## src/rtl/addp_pkg.sv

```systemverilog
package addp_pkg;
  typedef enum logic [1:0] {
    ST_IDLE  = 2'd0,
    ST_LOAD  = 2'd1,
    ST_STORE = 2'd2
  } seq_state_e;

  localparam logic ALU_OP_ADD  = 1'b1;
  localparam logic SEL_OPERAND = 1'b0;
  localparam logic SEL_ALU     = 1'b1;

  typedef struct packed {
    logic sel_a;
    logic wr_a;
    logic wr_b;
    logic alu_op;
  } ctrl_t;
endpackage

```

## src/rtl/seq_ctrl.sv

```systemverilog
module seq_ctrl
  import addp_pkg::*;
(
  input  logic       clk,
  input  logic       rst,
  input  logic       dv,
  output ctrl_t      ctrl,
  output seq_state_e state
);
  seq_state_e st_q, st_d;

  always_ff @(posedge clk) begin
    if (rst) st_q <= ST_IDLE;
    else     st_q <= st_d;
  end

  always_comb begin
    case (st_q)
      ST_IDLE:  st_d = dv ? ST_LOAD : ST_IDLE;
      ST_LOAD:  st_d = ST_STORE;
      ST_STORE: st_d = ST_IDLE;
      default:  st_d = ST_IDLE;
    endcase
  end

  // Moore outputs: every field assigned in every state
  always_comb begin
    case (st_q)
      ST_LOAD: begin
        ctrl.sel_a  = SEL_OPERAND;
        ctrl.wr_a   = 1'b1;
        ctrl.wr_b   = 1'b1;
        ctrl.alu_op = ALU_OP_ADD;
      end
      ST_STORE: begin
        ctrl.sel_a  = SEL_ALU;
        ctrl.wr_a   = 1'b1;
        ctrl.wr_b   = 1'b0;
        ctrl.alu_op = ALU_OP_ADD;
      end
      default: begin
        ctrl.sel_a  = SEL_OPERAND;
        ctrl.wr_a   = 1'b0;
        ctrl.wr_b   = 1'b0;
        ctrl.alu_op = ALU_OP_ADD;
      end
    endcase
  end

  assign state = st_q;
endmodule

```

## src/rtl/wr_reg.sv

```systemverilog
module wr_reg #(
  parameter int W = 8
) (
  input  logic         clk,
  input  logic         rst,
  input  logic         en,
  input  logic [W-1:0] d,
  output logic [W-1:0] q
);
  always_ff @(posedge clk) begin
    if (rst)     q <= '0;
    else if (en) q <= d;
  end
endmodule

```

## src/rtl/a_src_mux.sv

```systemverilog
module a_src_mux #(
  parameter int W = 8
) (
  input  logic         sel,
  input  logic [W-1:0] opnd,
  input  logic [W-1:0] alu,
  output logic [W-1:0] y
);
  assign y = sel ? alu : opnd;
endmodule

```

## src/rtl/add_alu.sv

```systemverilog
module add_alu #(
  parameter int W = 8
) (
  input  logic         op,
  input  logic [W-1:0] a,
  input  logic [W-1:0] b,
  output logic [W-1:0] y
);
  // Sum kept to W bits; carry-out is dropped
  function automatic logic [W-1:0] wrap_add(input logic [W-1:0] x, input logic [W-1:0] z);
    logic [W:0] full;
    full = {1'b0, x} + {1'b0, z};
    return full[W-1:0];
  endfunction

  assign y = op ? wrap_add(a, b) : a;
endmodule

```

## src/rtl/add_seq_datapath.sv

```systemverilog
module add_seq_datapath
  import addp_pkg::*;
#(
  parameter int DATA_W = 8
) (
  input  logic              clk,
  input  logic              rst,
  input  logic              dv_i,
  input  logic [DATA_W-1:0] opnd_a_i,
  input  logic [DATA_W-1:0] opnd_b_i,
  output logic [DATA_W-1:0] acc_o,
  output logic              sel_a_o,
  output logic              wr_a_o,
  output logic              wr_b_o,
  output logic              alu_op_o,
  output logic [1:0]        state_o
);
  localparam int NREG = 2;

  ctrl_t             ctrl;
  seq_state_e        st;
  logic [DATA_W-1:0] mux_y;
  logic [DATA_W-1:0] alu_y;
  logic [DATA_W-1:0] reg_a_q;
  logic [DATA_W-1:0] reg_b_q;

  logic [DATA_W-1:0] reg_d [NREG];
  logic [DATA_W-1:0] reg_q [NREG];
  logic              reg_en[NREG];

  seq_ctrl u_ctrl (
    .clk   (clk),
    .rst   (rst),
    .dv    (dv_i),
    .ctrl  (ctrl),
    .state (st)
  );

  a_src_mux #(.W(DATA_W)) u_mux (
    .sel  (ctrl.sel_a),
    .opnd (opnd_a_i),
    .alu  (alu_y),
    .y    (mux_y)
  );

  assign reg_d[0]  = mux_y;
  assign reg_en[0] = ctrl.wr_a;
  assign reg_d[1]  = opnd_b_i;
  assign reg_en[1] = ctrl.wr_b;

  for (genvar g = 0; g < NREG; g++) begin : g_reg
    wr_reg #(.W(DATA_W)) u_reg (
      .clk (clk),
      .rst (rst),
      .en  (reg_en[g]),
      .d   (reg_d[g]),
      .q   (reg_q[g])
    );
  end

  assign reg_a_q = reg_q[0];
  assign reg_b_q = reg_q[1];

  add_alu #(.W(DATA_W)) u_alu (
    .op (ctrl.alu_op),
    .a  (reg_a_q),
    .b  (reg_b_q),
    .y  (alu_y)
  );

  assign acc_o    = reg_a_q;
  assign sel_a_o  = ctrl.sel_a;
  assign wr_a_o   = ctrl.wr_a;
  assign wr_b_o   = ctrl.wr_b;
  assign alu_op_o = ctrl.alu_op;
  assign state_o  = st;
endmodule

```

## config.mk

```make
export PLATFORM = sky130hd
export DESIGN_NAME = add_seq_datapath
export DESIGN_NICKNAME = d
export VERILOG_FILES = /design/src/rtl/addp_pkg.sv /design/src/rtl/seq_ctrl.sv /design/src/rtl/wr_reg.sv /design/src/rtl/a_src_mux.sv /design/src/rtl/add_alu.sv /design/src/rtl/add_seq_datapath.sv
export SDC_FILE = /design/constraint.sdc
export NUM_CORES = 1
export LEC_CHECK = 0
export BUFFER_PORTS_ARGS = -buffer_cell sky130_fd_sc_hd__clkbuf_2
export CORE_UTILIZATION = 29
export DETAILED_ROUTE_END_ITERATION = 7
export GPL_ROUTABILITY_DRIVEN = 0
export PLACE_DENSITY_LB_ADDON = 0.2
export SYNTH_ARGS = -nofsm -noshare
export SYNTH_HDL_FRONTEND = slang
export SYNTH_SLANG_ARGS = --single-unit
```

## constraint.sdc

```tcl
create_clock -name clk -period 5.8 [get_ports clk]
set_input_delay 0.87 -clock clk [delete_from_list [all_inputs] [get_ports clk]]
set_output_delay 0.87 -clock clk [all_outputs]
set_load 0.02 [all_outputs]
```

==> results of run 1 <==
[per-stage QoR]
stage | util [%] | area (um2)
2_1_floorplan | - | 1145
3_3_place_gp | 35.29 | 1311
3_5_place_dp | 35.29 | 1311
4_1_cts | 36.77 | 1366
5_1_grt | 36.77 | 1366
6_report | 36.77 | 1366
[report_power, final]
part	leakage [uW]	internal, uW	switching (uW)
clock	0.0000288	60.4	44.7
combinational	0.000419	31.4	45.9
sequential	0.000148	133	8.24
total	0.000595	225	98.9
[routing by layer]
layer / vias to the layer above / global-route usage (%)
met1: 488 / 19.68
met5: - / 0
met2: 37 / 23.83
met3: 4 / 2.817
met4: 0 / 5.000
li1: 526 / -
[final timing paths]
kind | endpoint | slack [ns]
hold reg to reg | g_reg[0].u_reg.q[4] | 0.51
setup / recovery | wr_a_o | 3.23
hold / removal | g_reg[0].u_reg.q[4] | 0.51
setup reg to reg | g_reg[0].u_reg.q[6] | 3.49
[kinds of logic after synthesis]
family	Yosys count
buffers and inverters	14
DFF	18
muxes	9
AOI/OAI and AO/OA	31
adders and majority gates	11
other	1
and+or+nand+nor	47
[sequential cells by signal (all words and copies together), names as in the netlist]
| register | cells |
|---|---|
| u_ctrl.state | 2 |
| g.u_reg.q | 16 |
[cell type report]
class,instances,area (um2)
multi-input combinational,99,709.4
timing repair buffer,31,155.1
fill,405,2350
clock buffer,4,55.05
inverter,7,26.28
sequential,18,360.3
tap,48,60.06
[placed cells by master, fill, tap and decap left out, types with 2 or more instances in the layout]
cell and instances:
nand2_1 5, nor2b_1 3, clkbuf_8 4, clkbuf_2 31, o211a_1 2, nor2_1 22
mux2i_1 9, or2_2 2, nor3b_1 2, a211oi_1 5, a21oi_1 5, dfxtp_1 18
o21a_1 2, o21ai_0 3, ha_1 10, o2111ai_1 2, nor3_1 5, a311oi_1 2
inv_1 6, o211ai_1 2
[critical path: cells and delay by family, from the launching register on]
| family | cells | cell delay, ns |
|---|---|---|
| adders and majority gates | 1 | 0.73 |
| DFF | 1 | 0.35 |
| buffers and inverters | 2 | 0.36 |
==> qor.csv, run 1 <==
metric,value,unit
Clock Tree Root,clkbuf_8,
commonest cells in the netlist,"nor2_1 (22), dfxtp_1 (18), ha_1 (10)",
Max IR drop VDD,0.09235,mV
most common cell in the netlist,nor2_1,
critical path endpoint category,output port,
f_max,388.6,MHz
core area,0.003716,mm2
RSZ-0062 raised after global routing,false,
nets@finish,190,
final hold violation count,0,
Synth Area in XOR/XNOR,0,%
Final Max Slew Viols,0,
Post-synth ARST share,0,%
Adder-Cell Fraction of Synth Area,12.68,%
Pleak,0.0005951,uW
total power,323.4,uW
worst-case clock buffer depth,2,
grt total ovfl,0,
first-pass GRT wire length,4.705,mm
Horiz. Die Dim,64.83,um
CTS tree,yes,
HP Start,g_reg[0].u_reg.q[4],
arrival time at the worst endpoint,1.70,ns
antenna violations before repair,0,
Setup TNS Final,0,ns
CP max stage cell,ha_1,
crit path from,u_ctrl.state[0],
metal1 wirelength,1.277,mm
startpoint types,flip-flop,
Slew headroom,54.22,%
mapped cell area,0.001145,mm2
largest net degree at the start of global routing,23,
row count,22,
Avg WL per Cell,13.36,um
# port buffers,31,
fin crit share,44.37,%
Cell variety after synth,40,
leading area contributor after synthesis,dfxtp_1,
worst reg2reg path depth,6,
hold path depth,2,
final setup violation count,0,
hold buffers post-CTS,0,
"Primary FF master, synth",dfxtp_1,
outcome,finished clean,
multiplexer share of the synthesized area,7.869,%
Post-CTS Setup Repair Bufs,0,
"Largest stage delay, worst path",0.73,ns
post-synthesis instance total,131,
worst r2r src,u_ctrl.state[0],
Area Growth Syn to Fin,19.34,%
Post-synth EDFFs,0,
syn nets,161,
DRC violations left,0,
post-layout min period,2.573,ns
"Avg Cell Area, Syn",8.739,um2
Vias,1055,
Yosys top cell area share,31.48,%
layout cells sized above 1,25.79,%
GRT Total Usage,14.84,%
ranking of synthesized cells by area,"dfxtp_1 (31%), ha_1 (11%), mux2i_1 (7.9%)",
simple-gate share of the synthesized area,20.11,%
placed insts,203,
CP required,4.93,ns
Skew-Pair Late Insertion Delay,0.26,ns
Ports,33,
routed length on met3,164,um
crit-path cells,inv_1 > ha_1 > clkbuf_2,
final setup margin,3.227,ns
post-CTS sizing,0,
Via density,5.097,
Setup CP Type,flip-flop to output port,
initial core utilization,30.81,%
Diodes inserted,0,
"Max FO, Critical Path",22,
Compound-Gate Fraction of Synth Area,20.98,%
dpl ws,3.485,ns
MaxCap Viol Count,0,
sequential cell area fraction in the yosys report,31.48,%
DRT Pass-1 Iters,4,
non-filler instance count after layout,207,
Seq cells post-synth,18,
Setup Skew,0.008958,ns
antenna-violating nets left,0,
Post-DP HPWL,2.109,mm
"wirelength, routed",2.766,mm
Least-Margin Pin Slew,0.6867,ns
DRT iter0 DRCs,50,
H-tree depth,1,
main combinational cell family by area after synthesis,compound AO/OA/AOI/OAI gates,
Sink Count,18,
met2 routed WL,1.287,mm
clk slew on worst S/H paths,0.07,ns
top sig layer,met4,
Die Span Y,64.83,um
DIE AREA,0.004203,mm2
Hold Slack,0.5076,ns
number of global-route vias before repair,1004,
Synth Warn #,0,
Tightest Hold Check Type,flip-flop to flip-flop,
number of buffers created by CTS,3,
Power per Cell Area,236.7,mW/mm2
(Power assumes the default switching activity.)
==> run 2, diff against run 1 <==
clock period = 2.2 ns   (was 5.8 ns; I/O delays follow)
==> run 2 against run 1 <==
Compared with the run above:
- global-route usage down 0.36 points
- sequential power rose to 2.6 times the previous value
- clock-buffer cell count unchanged
- critical endpoint is now g_reg[0].u_reg.q[7]
- highest routed layer is now met3
- utilization up 1.5 points
- critical path type is now flip-flop to flip-flop
==> qor.csv, run 2 (synthesis gave the netlist of run 1 again) <==
metric,value,unit,change
outcome,finished clean,,
Max IR drop VDD,0.2668,mV,+190%
multi-input logic area,720.7,um2,+1.6%
antenna-violating nets left,0,,unchanged
final setup violation count,0,,unchanged
final setup margin,0.09641,ns,-3.130 ns
grt met1 use,18.20,%,-1.5 points
dpl ws,0.04885,ns,-3.436 ns
largest reg by FF count,g.u_reg.q,,
"commonest cells after routing, fill and taps aside","clkbuf_2 (31), nor2_1 (22), dfxtp_1 (17)",,
fin crit share,95.62,%,
Hold Slack,0.2763,ns,-0.2314 ns
layout cells sized above 1,29.70,%,+3.9 points
# port buffers,31,,unchanged
final hold violation count,0,,unchanged
Post-DP HPWL,2.250,mm,+6.7%
Die Span Y,64.83,um,unchanged
initial core utilization,30.81,%,unchanged
"commonest non-fill, non-tap cell in the layout",clkbuf_2,,
Sequential Area,361.6,um2,+0.35%
Power per Cell Area,611.5,mW/mm2,+160%
met2 usage in global routing,25.65,%,+1.8 points
Horiz. Die Dim,64.83,um,unchanged
arrival time at the worst endpoint,2.27,ns,+0.57 ns
first-pass GRT wire length,4.740,mm,+0.74%
core area,0.003716,mm2,unchanged
largest net degree at the start of global routing,19,,-17%
Tightest Hold Check Type,input port to flip-flop,,
row count,22,,unchanged
post-layout min period,2.104,ns,
f_max,475.4,MHz,
clk slew on worst S/H paths,0.08,ns,about the same
total power,870.7,uW,+170%
H-tree depth,1,,unchanged
Setup TNS Final,0,ns,unchanged
Ports,33,,unchanged
final core utilization,38.32,%,+1.5 points
CTS tree,yes,,
Via density,5.019,,-1.5%
GRT Total Usage,14.47,%,-0.36 points
Pleak,0.0006266,uW,+5.3%
startpoint types,flip-flop,,
DRT iter0 DRCs,22,,-56%
Fillers,403,,-0.49%
Diodes inserted,0,,unchanged
met3 Resource Use GR,2.465,%,-0.35 points
antenna violations before repair,0,,unchanged
DIE AREA,0.004203,mm2,unchanged
critical path endpoint category,flip-flop,,
CP required,2.36,ns,-2.57 ns
Final Max Slew Viols,0,,unchanged
max FFs per register,16,,unchanged
Skew-Pair Late Insertion Delay,0.26,ns,about the same
MaxCap Viol Count,0,,unchanged
grt peak-use layer,met2,,
nets@finish,196,,+3.2%
Clock Tree Root,clkbuf_8,,
grt total ovfl,0,,unchanged
Setup Skew,0.01375,ns,+0.004791 ns
"Max FO, Critical Path",4,,-82%
number of global-route vias before repair,1038,,+3.4%
Avg WL per Cell,13.49,um,+0.98%
"wirelength, routed",2.874,mm,+3.9%
Area Growth Syn to Fin,24.37,%,
DRT Pass-1 Iters,4,,unchanged
Setup CP Type,flip-flop to flip-flop,,
worst-case clock buffer depth,2,,unchanged
Vias,1069,,+1.3%
DRC violations left,0,,unchanged
Sink Count,18,,unchanged
number of buffers created by CTS,3,,unchanged
[run 2: path summary, 6_finish.rpt]
check | from | to | slack (ns) | depth (start not counted)
max | g_reg[0].u_reg.q[1] | g_reg[0].u_reg.q[7] | 0.1 | 6
min | dv_i | u_ctrl.state[0] | 0.28 | 3
max reg2reg | g_reg[0].u_reg.q[1] | g_reg[0].u_reg.q[7] | 0.1 | 6
min reg2reg | g_reg[0].u_reg.q[5] | g_reg[0].u_reg.q[5] | 0.51 | 2
[run 2: layout make-up]
type	count	share of cell area (%)
sequential	18	25.40
tap	48	4.218
inverter	7	1.845
clock buffer	4	3.866
multi-input combinational	99	50.61
timing repair buffer	37	14.06
[run 2: metrics by stage]
stage          instances  cell area (um2)
6_report             213             1424
5_1_grt              213             1424
4_1_cts              212             1404
3_5_place_dp         208             1349
3_3_place_gp         208             1349
2_1_floorplan        131             1145
[run 2: report_power, final]
part | leakage [uW] | switching, uW | total, uW | internal, uW
logic | 0.000450 | 125 | 216 | 90.7
clock network | 0.0000288 | 124 | 283 | 159
registers | 0.000148 | 21.4 | 372 | 350
[run 2: routing by layer]
| metal | vias to the layer above | routed length [um] |
|---|---|---|
| met5 | - | 0 |
| met4 | 0 | 0 |
| met3 | 0 | 100 |
| met2 | 25 | 1378 |
| met1 | 503 | 1395 |
| li1 | 541 | - |
[run 2: what timing repair did]
item / 4_1_cts / 5_1_grt
endpoints found under the setup margin: 0 / 1
setup buffers: 0 / 1
hold buffers: 0 / 0
gates resized for setup: 0 / 3
[run 2: worst max-delay path, cell delays in order, from the launching register on]
cell       delay [ns]
dfxtp_2          0.35
ha_1             0.32
a211oi_2         0.26
o211a_1          0.20
nor3_1           0.05
or4_1            0.53
a2111oi_2        0.29
==> run 3, diff against run 2 <==
BUFFER_PORTS_ARGS = -buffer_cell sky130_fd_sc_hd__buf_2   (was -buffer_cell sky130_fd_sc_hd__clkbuf_2)
==> run 3 against run 2 <==
Compared with the run above:
- final cell count unchanged
- first-iteration DRC count shrank 23%
- maximum frequency rose by 4.0%
- critical path type unchanged
- wire length shrank 4.2%
- global-route usage shrank 0.12 points
==> qor.csv, run 3 (synthesis gave the netlist of run 1 again) <==
metric,value,unit,change
outcome,finished clean,,
clk slew on worst S/H paths,0.08,ns,about the same
f_max,494.5,MHz,+4.0%
Setup Skew,0.005005,ns,-0.008744 ns
fin crit share,91.91,%,-3.7 points
worst r2r dst,g_reg[0].u_reg.q[7],,
number of global-route vias before repair,1026,,-1.2%
Power per Cell Area,606.7,mW/mm2,-0.79%
Pleak,0.0006264,uW,about the same
Vias,1080,,+1.0%
CTS tree,yes,,
Skew-Pair Late Insertion Delay,0.26,ns,about the same
hold path depth,3,,unchanged
post-layout min period,2.022,ns,-0.08150 ns
DRT iter0 DRCs,17,,-23%
total power,866.1,uW,-0.53%
"commonest cells after routing, fill and taps aside","buf_2 (31), nor2_1 (22), dfxtp_1 (18)",,
core area,0.003716,mm2,unchanged
GRT Total Usage,14.35,%,-0.12 points
final hold violation count,0,,unchanged
Setup TNS Final,0,ns,unchanged
"wirelength, routed",2.753,mm,-4.2%
Final Instance Area,0.001428,mm2,+0.26%
worst reg2reg path depth,6,,unchanged
grt total ovfl,0,,unchanged
final setup violation count,0,,unchanged
DRT Pass-1 Iters,4,,unchanged
RSZ-0062 raised after global routing,false,,
largest reg by FF count,g.u_reg.q,,
placed insts,208,,unchanged
"commonest non-fill, non-tap cell in the layout",buf_2,,
Hold Crit Endpoint,u_ctrl.state[0],,
number of buffers created by CTS,3,,unchanged
critical path endpoint category,flip-flop,,
DIE AREA,0.004203,mm2,unchanged
antenna violations before repair,0,,unchanged
row count,22,,unchanged
layout cells sized above 1,29.70,%,unchanged
Post-DP HPWL,2.172,mm,-3.5%
H-tree depth,1,,unchanged
worst r2r src,g_reg[0].u_reg.q[1],,
arrival time at the worst endpoint,2.18,ns,-0.09 ns
CP required,2.36,ns,about the same
Setup CP Type,flip-flop to flip-flop,,
worst-case clock buffer depth,2,,unchanged
Avg WL per Cell,12.92,um,-4.2%
first-pass GRT wire length,4.629,mm,-2.3%
Area Growth Syn to Fin,24.70,%,
Reg2Reg Setup Slack,0.18,ns,+0.08 ns
Post-DP Area,0.001349,mm2,unchanged
Tightest Hold Check Type,input port to flip-flop,,
Final Max Slew Viols,0,,unchanged
initial core utilization,30.81,%,unchanged
Clock Tree Root,clkbuf_8,,
Die Span Y,64.83,um,unchanged
Fillers,403,,unchanged
final core utilization,38.42,%,+0.10 points
Horiz. Die Dim,64.83,um,unchanged
non-filler instance count after layout,213,,unchanged
largest net degree at the start of global routing,19,,unchanged
MaxCap Viol Count,0,,unchanged
Max IR drop VDD,0.2828,mV,+6.0%
Via density,5.070,,+1.0%
antenna-violating nets left,0,,unchanged
Sink Count,18,,unchanged
DRC violations left,0,,unchanged
nets@finish,196,,unchanged
startpoint types,flip-flop,,
Ports,33,,unchanged
"Max FO, Critical Path",4,,unchanged
max FFs per register,16,,unchanged
# port buffers,31,,unchanged
Diodes inserted,0,,unchanged
HP Start,dv_i,,
==> run 3: power breakdown <==
part | total (uW) | internal (uW) | switching (uW)
sequential | 371 | 350 | 21.3
combinational | 217 | 93.4 | 123
clock | 279 | 159 | 119
==> run 3: what timing repair did <==
action                                  in CTS  in global routing
setup buffers                                0                  1
hold buffers                                 0                  0
endpoints found under the setup margin       0                  1
hold endpoints to repair                     0                  0
resized for setup                            0                  2
==> run 3: worst max-delay path by stage <==
stage | to | slack [ns] | startpoint | cells after the start
after floorplan | g_reg[0].u_reg.q[7] | 0.06 | g_reg[0].u_reg.q[1] | 6
after global placement | g_reg[0].u_reg.q[7] | 0.11 | g_reg[0].u_reg.q[1] | 6
after detailed placement | g_reg[0].u_reg.q[7] | 0.08 | g_reg[0].u_reg.q[1] | 6
after CTS | g_reg[0].u_reg.q[7] | 0.04 | g_reg[0].u_reg.q[1] | 6
after global routing | g_reg[0].u_reg.q[7] | 0.07 | g_reg[0].u_reg.q[1] | 6
final | g_reg[0].u_reg.q[7] | 0.18 | g_reg[0].u_reg.q[1] | 6
==> run 3: area by class of cell <==
type | instances | area [um2] | area share (%)
timing repair buffer | 37 | 200.2 | 14.02
multi-input combinational | 99 | 725.7 | 50.83
sequential | 18 | 360.3 | 25.24
clock buffer | 4 | 55.05 | 3.856
tap | 48 | 60.06 | 4.207
inverter | 7 | 26.28 | 1.840
==> run 3: layer usage <==
metal | vias up | wire length [um] | GRT usage [%]
met5 | - | 0 | 0
met4 | 0 | 14 | 3.333
met3 | 2 | 150 | 3.697
met2 | 32 | 1303 | 25.26
met1 | 498 | 1284 | 17.22
li1 | 548 | - | -
==> run 3: worst max-delay path, stage by stage (launching register included) <==
cell and delay (ns):
dfxtp_1 0.34, ha_1 0.33, a211oi_2 0.26, o211a_1 0.20, nor3_1 0.05, or4_1 0.54
a2111oi_2 0.21
==> run 3: through the flow <==
stage | setup slack, ns | hold slack (ns)
floorplan | 0.05637 | 0.4506
global placement | 0.1116 | 0.4914
detailed placement | 0.07921 | 0.4997
CTS | 0.03680 | 0.3034
global route | 0.07243 | 0.3188
finish | 0.1779 | 0.3016
